$ cat src/rtl/clkx_pkg.sv
package clkx_pkg;

    localparam int E_DIV_W = 3;

    typedef enum logic [1:0] {
        E_BY2  = 2'b00,
        E_BY3  = 2'b01,
        E_BY4  = 2'b10,
        E_BY4X = 2'b11
    } e_ratio_e;

    function automatic logic [E_DIV_W-1:0] e_ratio(input logic [1:0] code);
        case (e_ratio_e'(code))
            E_BY2:   e_ratio = E_DIV_W'(2);
            E_BY3:   e_ratio = E_DIV_W'(3);
            default: e_ratio = E_DIV_W'(4);
        endcase
    endfunction

endpackage

$ cat src/rtl/clkx_xbar.sv
module clkx_xbar #(
    parameter int N_SRC = 4,
    parameter int N_OUT = 4,
    localparam int SEL_W = $clog2(N_SRC)
) (
    input  logic [N_SRC-1:0]       src_tick,
    input  logic [N_OUT*SEL_W-1:0] route_sel,
    output logic [N_OUT-1:0]       out_tick
);

    for (genvar g = 0; g < N_OUT; g++) begin : g_route
        assign out_tick[g] = src_tick[route_sel[g*SEL_W +: SEL_W]];
    end

endmodule

$ cat src/rtl/clkx_div.sv
module clkx_div #(
    parameter int W = 7
) (
    input  logic         clk,
    input  logic         rst_n,
    input  logic         tick,
    input  logic [W-1:0] req_div,
    input  logic         alt_phase,
    output logic         clk_o
);

    typedef struct packed {
        logic [W-1:0] cnt;
        logic [W-1:0] cur;
        logic         level;
        logic         late;
    } div_st_t;

    div_st_t st_d, st_q;
    logic    period_end;

    always_comb begin
        st_d       = st_q;
        period_end = (st_q.cur <= W'(1)) || (st_q.cnt == st_q.cur - W'(1));
        if (tick) begin
            if (period_end) begin
                st_d.cnt = '0;
                st_d.cur = req_div;
            end else begin
                st_d.cnt = st_q.cnt + W'(1);
            end
        end
        if (st_d.cur == W'(1)) begin
            st_d.level = tick;
        end else begin
            st_d.level = (st_d.cur >= W'(2)) && (st_d.cnt < (st_d.cur >> 1));
        end
        st_d.late = st_q.level;
    end

    always_ff @(posedge clk) begin
        if (!rst_n) begin
            st_q <= '0;
        end else begin
            st_q <= st_d;
        end
    end

    assign clk_o = alt_phase ? st_q.late : st_q.level;

endmodule

$ cat src/rtl/clkx_bank.sv
module clkx_bank
    import clkx_pkg::*;
#(
    parameter int N_SRC    = 4,
    parameter int N_OUT    = 4,
    parameter int N_BANKED = 2,
    parameter int DIV_W    = 7,
    parameter int E_SRC    = 1,
    parameter int REF_SRC  = 0,
    localparam int SEL_W   = $clog2(N_SRC)
) (
    input  logic                   clk,
    input  logic                   rst_n,
    input  logic [N_SRC-1:0]       src_tick,
    input  logic [N_OUT*SEL_W-1:0] route_sel,
    input  logic [N_OUT*DIV_W-1:0] div_main,
    input  logic [N_BANKED*DIV_W-1:0] div_alt,
    input  logic [N_BANKED-1:0]    bank_sel,
    input  logic [N_OUT-1:0]       phase_alt,
    input  logic [1:0]             e_code,
    output logic [N_OUT-1:0]       clk_out,
    output logic                   clk_e,
    output logic                   ref_buf
);

    logic [N_OUT-1:0] routed_tick;

    clkx_xbar #(
        .N_SRC (N_SRC),
        .N_OUT (N_OUT)
    ) u_xbar (
        .src_tick  (src_tick),
        .route_sel (route_sel),
        .out_tick  (routed_tick)
    );

    for (genvar g = 0; g < N_OUT; g++) begin : g_out
        logic [DIV_W-1:0] req;
        if (g < N_BANKED) begin : g_banked
            assign req = bank_sel[g] ? div_alt[g*DIV_W +: DIV_W]
                                     : div_main[g*DIV_W +: DIV_W];
        end else begin : g_single
            assign req = div_main[g*DIV_W +: DIV_W];
        end

        clkx_div #(
            .W (DIV_W)
        ) u_div (
            .clk       (clk),
            .rst_n     (rst_n),
            .tick      (routed_tick[g]),
            .req_div   (req),
            .alt_phase (phase_alt[g]),
            .clk_o     (clk_out[g])
        );
    end

    clkx_div #(
        .W (E_DIV_W)
    ) u_div_e (
        .clk       (clk),
        .rst_n     (rst_n),
        .tick      (src_tick[E_SRC]),
        .req_div   (e_ratio(e_code)),
        .alt_phase (1'b0),
        .clk_o     (clk_e)
    );

    assign ref_buf = src_tick[REF_SRC];

endmodule

$ cat config.mk
export PLATFORM = sky130hd
export DESIGN_NAME = clkx_bank
export DESIGN_NICKNAME = d
export VERILOG_FILES = /design/src/rtl/clkx_pkg.sv /design/src/rtl/clkx_xbar.sv /design/src/rtl/clkx_div.sv /design/src/rtl/clkx_bank.sv
export SDC_FILE = /design/constraint.sdc
export NUM_CORES = 1
export LEC_CHECK = 0
export CAP_MARGIN = 10
export CORE_AREA = 2 2 168 88
export CTS_BUF_LIST = sky130_fd_sc_hd__clkbuf_8 sky130_fd_sc_hd__clkbuf_16
export CTS_CLUSTER_DIAMETER = 200
export CTS_CLUSTER_SIZE = 40
export DETAILED_ROUTE_END_ITERATION = 10
export DIE_AREA = 0 0 170 90
export DONT_BUFFER_PORTS = 1
export PLACE_DENSITY = 0.59
export SETUP_SLACK_MARGIN = 0.3
export SLEW_MARGIN = 30
export SYNTH_ARGS = -nofsm -noshare
export SYNTH_HDL_FRONTEND = slang
export SYNTH_HIERARCHICAL = 1
export SYNTH_SLANG_ARGS = --single-unit
$ cat constraint.sdc
create_clock -name clk -period 3.6 [get_ports clk]
set_clock_uncertainty 0.2 [all_clocks]
set_input_delay 0.18 -clock clk [delete_from_list [all_inputs] [get_ports clk]]
set_output_delay 0.18 -clock clk [all_outputs]
set_load 0.01 [all_outputs]
==> out/metrics.csv, run 1 <==
metric;value;unit
outcome;finished, violations left;
violations;negative hold slack;
min_period;3.25;ns
finalSetupViolations;0;
grt_use_total;18.9;%
numPortBuffers;0;
start_util;38.8;%
arrival;3.32;ns
maxSlewHeadroom;65.1;%
finalCritPeriodShare;90.1;%
antennaDiodeCount;0;
clk_pin_slew;0.06;ns
seqCellArea;0.00148;mm^2
syn-instance-count;591;
wl;14600;um
dieArea;0.0153;mm^2
cts_buffer_depth;2;
dieHeight;90;um
vias_per_cell;5.43;
rsz0062_at_grt;true;
required;3.67;ns
ys_types;56;
finalHoldViolCount;1;
multi_input_area;0.00400;mm^2
tightest_slew;0.519;ns
cts_max_level;3;
pwr_density_cell;648;mW/mm^2
tns;0;ns
synth-main-ff-cell;dfxtp_1;
cts_tree;built;
yosys_warnings;6;
fill_cells;1257;
grt-ovfl-total;0;
maxCapViolations;0;
cts_buffers;9;
postSynthAreaPerCell;9.18;um^2
firstDrtPassIters;5;
synth_nets;690;
postSynth.asyncResetShare;0;%
crit_fanout;6;
cp-start-kind;flip-flop;
hp-class;in2reg;
chipWidth;170;um
num_io_pins;70;
drc;0;
fmax;0.308;GHz
area_delta_synth_final;28.2;%
vias;4659;
insertion_delay;0.34;ns
grt_first_pass_wirelength;23100;um
synth_edf_count;0;
nNetsFinal;771;
power.leakage;2.94;nW
slew_violations;0;
core_area;0.0140;mm^2
syn_area;0.00542;mm^2
rows;31;
hold_slack;-0.000177;ns
wire_per_inst;17.0;um
critPathKind;reg2reg;
drive_above_1_share;29.2;%
grt_pass1_vias;4532;
gp_congestion;0.912;
ys_seq_area_share;26.6;%
cts_sinks;72;
endpoint_kind;flip-flop;
cts_root_buf;clkbuf_16;
antenna_left;0;
drt_iter0_drc;374;
grt_max_degree;41;
yosys_register_bits;72;
dp_hpwl;10200;um
max-vdd-ir-drop;0.000214;V
antenna_found_initial;0;
metrics by stage:
stage	instances	instance area, um^2	util (%)	worst slack, ns	power, mW
2_1_floorplan	591	5440	-	0.317	2.54
3_3_place_gp	772	5610	40.2	0.104	2.87
3_5_place_dp	772	5610	40.2	0.0287	2.91
4_1_cts	844	6660	47.7	0.302	4.22
5_1_grt	858	6950	49.8	0.242	4.78
6_report	858	6950	49.8	0.355	4.51
final cells by class:
type,count,share of cell area [%]
Clock inverter,6,0.990
Sequential cell,72,21.3
Clock buffer,10,3.44
Tap cell,181,3.26
Multi-Input combinational cell,466,57.6
Timing Repair Buffer,86,11.5
Inverter,37,2.00
state kept, by name, indices dropped and copies added (netlist names):
| name | count |
|---|---|
| u_div_e/st_d | 1 |
| g_out.u_div/st_q | 60 |
| g_out.u_div/st_d | 4 |
| u_div_e/st_q | 7 |
report_power, final:
group | total [mW] | switching, mW | leakage (nW) | internal (mW)
clock network | 0.931 | 0.374 | 0.137 | 0.557
logic | 2.46 | 1.14 | 2.21 | 1.32
registers | 1.11 | 0.178 | 0.596 | 0.936
cell usage after synthesis (8+ instances only):
| library cell | number | share of area, % |
|---|---|---|
| nand4_1 | 13 | 1.5 |
| ha_1 | 35 | 8.1 |
| mux2i_1 | 27 | 5.0 |
| inv_1 | 33 | 2.3 |
| and2_1 | 26 | 3.0 |
| xnor2_1 | 33 | 5.3 |
| nand2_1 | 43 | 3.0 |
| nand3_1 | 15 | 1.4 |
| o211ai_1 | 8 | 1.1 |
| mux2_2 | 13 | 2.7 |
| nor2_1 | 62 | 4.3 |
| o21ai_0 | 17 | 1.6 |
| xor2_1 | 24 | 3.9 |
| mux2_4 | 18 | 5.0 |
| nor3_1 | 8 | 0.74 |
| dfxtp_1 | 72 | 27 |
| buf_6 | 10 | 2.1 |
| nor4_1 | 8 | 0.92 |
| and3_1 | 12 | 1.4 |
| nand3b_1 | 8 | 1.1 |
what timing repair did:
item / 4_1_cts / 5_1_grt
endpoints found under the hold margin: 72 / 0
cloned: 1 / 0
buffers inserted: 19 / 14
hold buffers: 36 / 0
resized for setup: 41 / 40
endpoints found under the setup margin: 4 / 4
pin swaps: 12 / 34
critical path: stages, from the launching register on:
cell and delay (ns):
dfxtp_4 0.35, inv_2 0.06, ha_4 0.17, or3_2 0.46, nand4_1 0.10, and4_4 0.27, o21ai_4 0.08, buf_12 0.15
mux2i_2 0.21, ha_1 0.28, a21o_2 0.23, a22o_4 0.26, a2111oi_4 0.22, o2bb2ai_2 0.14
placed cells by master (no fill, tap or decap), types with 15 or more instances in the layout:
| master | instances |
|---|---|
| and2_1 | 23 |
| mux2i_1 | 18 |
| nand2_1 | 43 |
| dfxtp_1 | 56 |
| ha_1 | 25 |
| nand3_1 | 15 |
| inv_1 | 28 |
| xor2_1 | 24 |
| dlygate4sd3_1 | 35 |
| buf_4 | 43 |
| xnor2_1 | 33 |
| mux2_4 | 18 |
| nor2_1 | 61 |
cell families after synthesis:
group                      share of synthesized area, %
and+or+nand+nor                                    23.7
AOI/OAI and AO/OA                                  11.7
xor gates and xnor gates                           9.62
muxes                                              14.3
buffers and inverters                              5.95
adders and majority gates                          8.08
DFF                                                26.6
other                                            0.0692
path summary, 6_finish.rpt:
kind,startpoint,endpoint,slack [ns],depth (start not counted)
max,g_out[1].u_div/st_q[3]$_SDFF_PN0_,g_out[1].u_div/st_d[0]$_SDFF_PN0_,0.35,13
max reg2reg,g_out[1].u_div/st_q[3]$_SDFF_PN0_,g_out[1].u_div/st_d[0]$_SDFF_PN0_,0.35,13
min reg2reg,u_div_e/st_d[0]$_SDFF_PN0_,u_div_e/st_q[0]$_SDFF_PN0_,0.25,1
min,div_alt[0],g_out[0].u_div/st_q[2]$_SDFF_PN0_,-0.0002,3
layer usage:
layer	vias to the layer above	track usage (%)	wire length (um)
li1	2268	-	-
met1	2212	28.7	7400
met2	165	27.4	6190
met3	14	3.87	891
met4	0	3.85	112
met5	-	0	0
No activity file was read; power rests on OpenSTA's default activity.
==> run 2: changes to the inputs <==
--- a/config.mk
+++ b/config.mk
@@ -14,6 +14,7 @@
 export DIE_AREA = 0 0 170 90
 export DONT_BUFFER_PORTS = 1
 export PLACE_DENSITY = 0.59
+export REMOVE_ABC_BUFFERS = 1
 export SETUP_SLACK_MARGIN = 0.3
 export SLEW_MARGIN = 30
 export SYNTH_ARGS = -nofsm -noshare
==> out/metrics.csv, run 2 (same netlist as run 1, synthesis figures left out) <==
metric;value;unit;change
post-route-util;49.5;%;-0.28 points
cp_common_cell;buf_6;;
required;3.64;ns;-0.03 ns
firstDrtPassIters;5;;unchanged
cts_sinks;72;;unchanged
maxCapViolations;0;;unchanged
slew_violations;0;;unchanged
tns;0;ns;unchanged
finalCritPeriodShare;91.1;%;+0.99 points
dieHeight;90;um;unchanged
cts_max_level;3;;unchanged
finalSetupViolations;0;;unchanged
cts_tree;built;;
numPortBuffers;0;;unchanged
core_area;0.0140;mm^2;unchanged
final_common_cell;nor2_1;;
start_util;38.8;%;unchanged
largest_reg_flops;60;;unchanged
min_period;3.28;ns;+0.0357 ns
mostFrequentLayoutCells;nor2_1 (60), dfxtp_1 (57), buf_4 (46);;
grt_use_total;19.7;%;+0.78 points
hp-class;in2reg;;
chipWidth;170;um;unchanged
regMostFlops;g_out.u_div/st_q;;
antenna_found_initial;0;;unchanged
worstReg2RegEnd;g_out[0].u_div/st_q[11]$_SDFF_PN0_;;
rows;31;;unchanged
power.internal;2.64;mW;-6.3%
pwr-share-clk;19.8;%;-0.8 points
drc;0;;unchanged
clk_pin_slew;0.06;ns;about the same
arrival;3.32;ns;about the same
area_delta_synth_final;27.5;%;
swShare;38.9;%;+1.3 points
crit_family;simple AND/OR/NAND/NOR gates;;
r2r_cells;18;;+5
grt-ovfl-total;0;;unchanged
endpoint_kind;flip-flop;;
antennaDiodeCount;0;;unchanged
maxSlewHeadroom;67.1;%;+2.0 points
outcome;finished clean;;
dp_hpwl;10400;um;+1.5%
cts_buffer_depth;2;;unchanged
multi_input_area;0.00399;mm^2;-0.37%
pwr-share-seq;25.9;%;+1.2 points
gp_congestion;0.912;;about the same
totalPowerFinal;4.31;mW;-4.3%
nNetsFinal;777;;+0.78%
min_to;u_div_e/st_q[3]$_SDFF_PN0_;;
cp-start-kind;flip-flop;;
drt_iter0_drc;383;;+2.4%
cts_buffers;9;;unchanged
pwr_density_cell;624;mW/mm^2;-3.8%
vias_per_cell;5.41;;-0.31%
hold_depth;3;;unchanged
num_io_pins;70;;unchanged
pwr-share-comb;54.3;%;-0.3 points
drive_above_1_share;29.4;%;+0.18 points
reg2reg_from;g_out[0].u_div/st_q[5]$_SDFF_PN0_;;
slowest_delay;0.37;ns;-0.09 ns
fill_cells;1255;;-0.16%
crit_cells;18;;+5
dieArea;0.0153;mm^2;unchanged
insertion_delay;0.34;ns;about the same
wl;14900;um;+1.8%
antenna_left;0;;unchanged
power.leakage;2.96;nW;+0.74%
crit_fanout;4;;-2
crit_chain;or2_4 > nor4_4 > xnor2_1 > and4_4 > nor2_1 > nand2_1 > o21ai_2 > buf_4 > buf_6 > buf_6 > buf_6 > buf_4 > buf_4 > buf_4 > buf_6 > buf_6 > buf_6 > and2_4;;
slowest_stage;dfxtp_4;;
fmax;0.305;GHz;-1.1%
finalHoldViolCount;0;;-1
grt_max_degree;41;;unchanged
hold_path.startpoint;src_tick[1];;
critPathKind;reg2reg;;
wire_per_inst;17.2;um;+1.1%
tightest_slew;0.489;ns;-0.0297 ns
max-vdd-ir-drop;0.000212;V;-0.89%
vias;4677;;+0.39%
grt_pass1_vias;4502;;-0.66%
cts_root_buf;clkbuf_16;;
grt_first_pass_wirelength;24000;um;+3.9%
cp_num_buf_inv;10;;+8
rsz0062_at_grt;true;;
switchingPower;1.68;mW;-1.0%
r2r_slack;0.32;ns;-0.04 ns
seqCellArea;0.00147;mm^2;-0.93%
## run 2: changes by cell type in the layout (fill, tap and decap cells not counted), sizes merged
cell         delta
clkinvlp        -2
clkinv          +2
dlygate4sd3     +2
inv             +1
buf             +3
bufinv          -1
o21ai           +1
## run 2: final cells by class
type                    count  share of cell area (%)
flip-flops and latches     72                    21.2
clock buffers              10                    3.46
inverters                  37                    2.01
repair buffers             91                    11.8
clock inverters             6                   0.615
well taps                 181                    3.27
multi-input cells         467                    57.7
## run 2: metal layers
layer | global-route usage, % | share of wire (%) | up-vias
met3 | 4.84 | 7.0 | 16
met5 | 0 | 0 | -
met1 | 30.9 | 51 | 2211
li1 | - | - | 2282
met2 | 26.4 | 40 | 168
met4 | 4.56 | 1.1 | 0
## run 2: per-stage QoR
step,hold slack (ns),area [um^2],cells,setup WS [ns]
global placement,0.108,5640,778,-0.0540
detailed placement,0.114,5640,778,-0.0151
floorplan,0.102,5240,574,0.314
CTS,0.000411,6650,850,0.287
global route,0.0360,6920,864,0.249
finish,0.0161,6920,864,0.319
## run 2: power groups by stage
stage	Combinational (mW)	Clock, mW	Sequential (mW)
floorplan	1.37	0	1.07
global placement	1.79	0	1.10
detailed placement	1.81	0	1.09
CTS	2.11	0.881	1.09
global route	2.55	0.915	1.13
finish	2.34	0.854	1.12
## run 2: worst reg2reg max path, cell delays in order, from the launching register on
cell and delay [ns]:
dfxtp_4 0.37, or2_4 0.27, nor4_4 0.30, xnor2_1 0.15, and4_4 0.30, nor2_1 0.09, nand2_1 0.13, o21ai_2 0.10
buf_4 0.14, buf_6 0.10, buf_6 0.10, buf_6 0.11, buf_4 0.13, buf_4 0.12, buf_4 0.12, buf_6 0.10
buf_6 0.10, buf_6 0.10, and2_4 0.14
## run 2: repair_timing
item                                    CTS  global route
setup buffers                            16            14
hold buffers                             38             0
pin swaps                                18            18
endpoints found under the setup margin    4             5
hold endpoints to repair                 72             0
gates cloned                              2             0
resized for setup                        43            45
## run 2: how the worst max path moves through the flow
stage	startpoint	end	slack [ns]
finish	g_out[0].u_div/st_q[5]$_SDFF_PN0_	g_out[0].u_div/st_q[11]$_SDFF_PN0_	0.32
global placement	g_out[3].u_div/st_q[4]$_SDFF_PN0_	g_out[3].u_div/st_d[0]$_SDFF_PN0_	-0.05
CTS	g_out[0].u_div/st_q[5]$_SDFF_PN0_	g_out[0].u_div/st_q[11]$_SDFF_PN0_	0.29
floorplan	g_out[0].u_div/st_q[2]$_SDFF_PN0_	g_out[0].u_div/st_d[0]$_SDFF_PN0_	0.31
global route	g_out[2].u_div/st_q[2]$_SDFF_PN0_	g_out[2].u_div/st_d[0]$_SDFF_PN0_	0.25
detailed placement	g_out[3].u_div/st_q[4]$_SDFF_PN0_	g_out[3].u_div/st_d[0]$_SDFF_PN0_	-0.02
==> run 3: changes to the inputs <==
--- a/config.mk
+++ b/config.mk
@@ -7,7 +7,7 @@
 export LEC_CHECK = 0
 export CAP_MARGIN = 10
 export CORE_AREA = 2 2 168 88
-export CTS_BUF_LIST = sky130_fd_sc_hd__clkbuf_8 sky130_fd_sc_hd__clkbuf_16
+export CTS_BUF_LIST = sky130_fd_sc_hd__clkbuf_4
 export CTS_CLUSTER_DIAMETER = 200
 export CTS_CLUSTER_SIZE = 40
 export DETAILED_ROUTE_END_ITERATION = 10
==> out/metrics.csv, run 3 (same netlist as run 1, synthesis figures left out) <==
metric;value;unit;change
r2r_slack;0.32;ns;about the same
min_period;3.28;ns;+0.00117 ns
gp_congestion;0.912;;unchanged
cts_buffer_depth;2;;unchanged
slew_violations;0;;unchanged
finalSetupViolations;0;;unchanged
grt_use_total;19.5;%;-0.19 points
worstReg2RegEnd;g_out[0].u_div/st_q[11]$_SDFF_PN0_;;
final_common_cell;nor2_1;;
core_area;0.0140;mm^2;unchanged
vias_per_cell;5.42;;+0.18%
crit_fanout;4;;unchanged
maxCapViolations;0;;unchanged
crit_end;g_out[0].u_div/st_q[11]$_SDFF_PN0_;;
post-route-util;49.4;%;-0.16 points
cts_max_level;3;;unchanged
cp-start-kind;flip-flop;;
chipWidth;170;um;unchanged
dieArea;0.0153;mm^2;unchanged
drt_iter0_drc;394;;+2.9%
wl;15000;um;+0.81%
totalPowerFinal;4.00;mW;-7.2%
antennaDiodeCount;0;;unchanged
r2r_cells;19;;+1
numPortBuffers;0;;unchanged
hp-class;in2reg;;
rsz0062_at_grt;true;;
wire_per_inst;17.1;um;-0.46%
firstDrtPassIters;5;;unchanged
startpoint;g_out[0].u_div/st_q[3]$_SDFF_PN0_;;
finalHoldViolCount;0;;unchanged
grt_max_degree;41;;unchanged
pwr_density_cell;581;mW/mm^2;-6.9%
grt-ovfl-total;0;;unchanged
clk_pin_slew;0.13;ns;+0.07 ns
nNetsFinal;788;;+1.4%
dp_hpwl;10400;um;unchanged
outcome;finished clean;;
critPathKind;reg2reg;;
finalCritPeriodShare;91.2;%;about the same
grt_first_pass_wirelength;23900;um;-0.55%
drive_above_1_share;29.5;%;+0.11 points
start_util;38.8;%;unchanged
rows;31;;unchanged
reg2reg_from;g_out[0].u_div/st_q[3]$_SDFF_PN0_;;
num_io_pins;70;;unchanged
area_delta_synth_final;27.1;%;
cts_root_buf;clkbuf_4;;
arrival;3.42;ns;+0.10 ns
antenna_found_initial;0;;unchanged
cts_tree;built;;
tns;0;ns;unchanged
max-vdd-ir-drop;0.000204;V;-3.8%
mostFrequentLayoutCells;nor2_1 (60), dfxtp_1 (54), buf_4 (51);;
placed_cell_area;0.00564;mm^2;unchanged
grt_pass1_vias;4525;;+0.51%
hold_path.startpoint;div_main[15];;
fmax;0.305;GHz;about the same
cts_sinks;72;;unchanged
power.leakage;2.94;nW;-0.70%
vias;4745;;+1.5%
required;3.74;ns;+0.10 ns
endpoint_kind;flip-flop;;
dieHeight;90;um;unchanged
largest_reg_flops;60;;unchanged
postLayoutCellArea;0.00689;mm^2;-0.33%
insertion_delay;0.44;ns;+0.10 ns
regMostFlops;g_out.u_div/st_q;;
drc;0;;unchanged
cts_buffers;9;;unchanged
antenna_left;0;;unchanged
==> run 3: changes by cell type in the layout (fill, tap and decap cells not counted), moves of 3 or more <==
cell           before  now
clkbuf_16           9    0
clkbuf_4            0    9
buf_4              46   51
dlygate4sd3_1      37   46
dfxtp_1            57   54
buf_6               7    1
==> run 3: worst min path at each step <==
stage / endpoint / slack [ns] / depth (start not counted)
final: g_out[2].u_div/st_d[0]$_SDFF_PN0_ / 0.06 / 4
after global routing: g_out[2].u_div/st_d[0]$_SDFF_PN0_ / 0.03 / 4
after CTS: g_out[2].u_div/st_d[0]$_SDFF_PN0_ / 0.008 / 4
after detailed placement: g_out[2].u_div/st_q[10]$_SDFF_PN0_ / 0.11 / 1
after global placement: g_out[1].u_div/st_q[10]$_SDFF_PN0_ / 0.11 / 1
after floorplan: g_out[0].u_div/st_q[10]$_SDFF_PN0_ / 0.10 / 1
==> run 3: final cells by class <==
cell class | count | area [um^2]
Clock inverter | 7 | 46.3
Sequential cell | 72 | 1470
Clock buffer | 9 | 67.6
Tap cell | 181 | 226
Timing Repair Buffer | 102 | 920
Multi-Input combinational cell | 467 | 4020
Fill cell | 1283 | 7070
Inverter | 37 | 139
==> run 3: critical path: stages, from the launching register on <==
cell,delay [ns]
dfxtp_2,0.35
inv_2,0.05
ha_4,0.15
or3_4,0.37
nand4_1,0.10
and4_4,0.28
nor2_1,0.08
nand2_1,0.13
o21ai_2,0.10
buf_4,0.13
buf_4,0.12
buf_4,0.13
buf_4,0.12
buf_4,0.12
buf_4,0.12
buf_4,0.12
buf_4,0.12
buf_4,0.12
buf_4,0.12
and2_1,0.14
==> run 3: per-stage QoR <==
stage,cells,hold slack (ns),setup WS [ns]
3_3_place_gp,778,0.108,-0.0540
5_1_grt,875,0.0270,0.229
3_5_place_dp,778,0.114,-0.0151
2_1_floorplan,574,0.102,0.314
4_1_cts,861,0.00808,0.296
6_report,875,0.0635,0.318
==> run 3: repair_timing <==
action,in CTS,in global routing
hold buffers,47,0
pin swaps,16,18
gates resized for setup,46,46
endpoints found under the setup margin,4,5
buffers inserted,18,13
endpoints found under the hold margin,72,0
gates cloned,2,1
==> run 3: power by group <==
| group | total (mW) | internal [mW] | leakage (nW) | switching, mW |
|---|---|---|---|---|
| logic | 2.43 | 1.27 | 2.29 | 1.16 |
| registers | 1.12 | 0.935 | 0.596 | 0.184 |
| clock network | 0.456 | 0.140 | 0.0597 | 0.316 |
| total | 4.00 | 2.34 | 2.94 | 1.66 |
==> run 3: per-layer routing <==
metal  track usage (%)  part of all wire [%]
met3              4.89                   7.2
met5                 0                     0
met2              26.1                    41
met1              30.7                    51
met4              3.92                  0.92
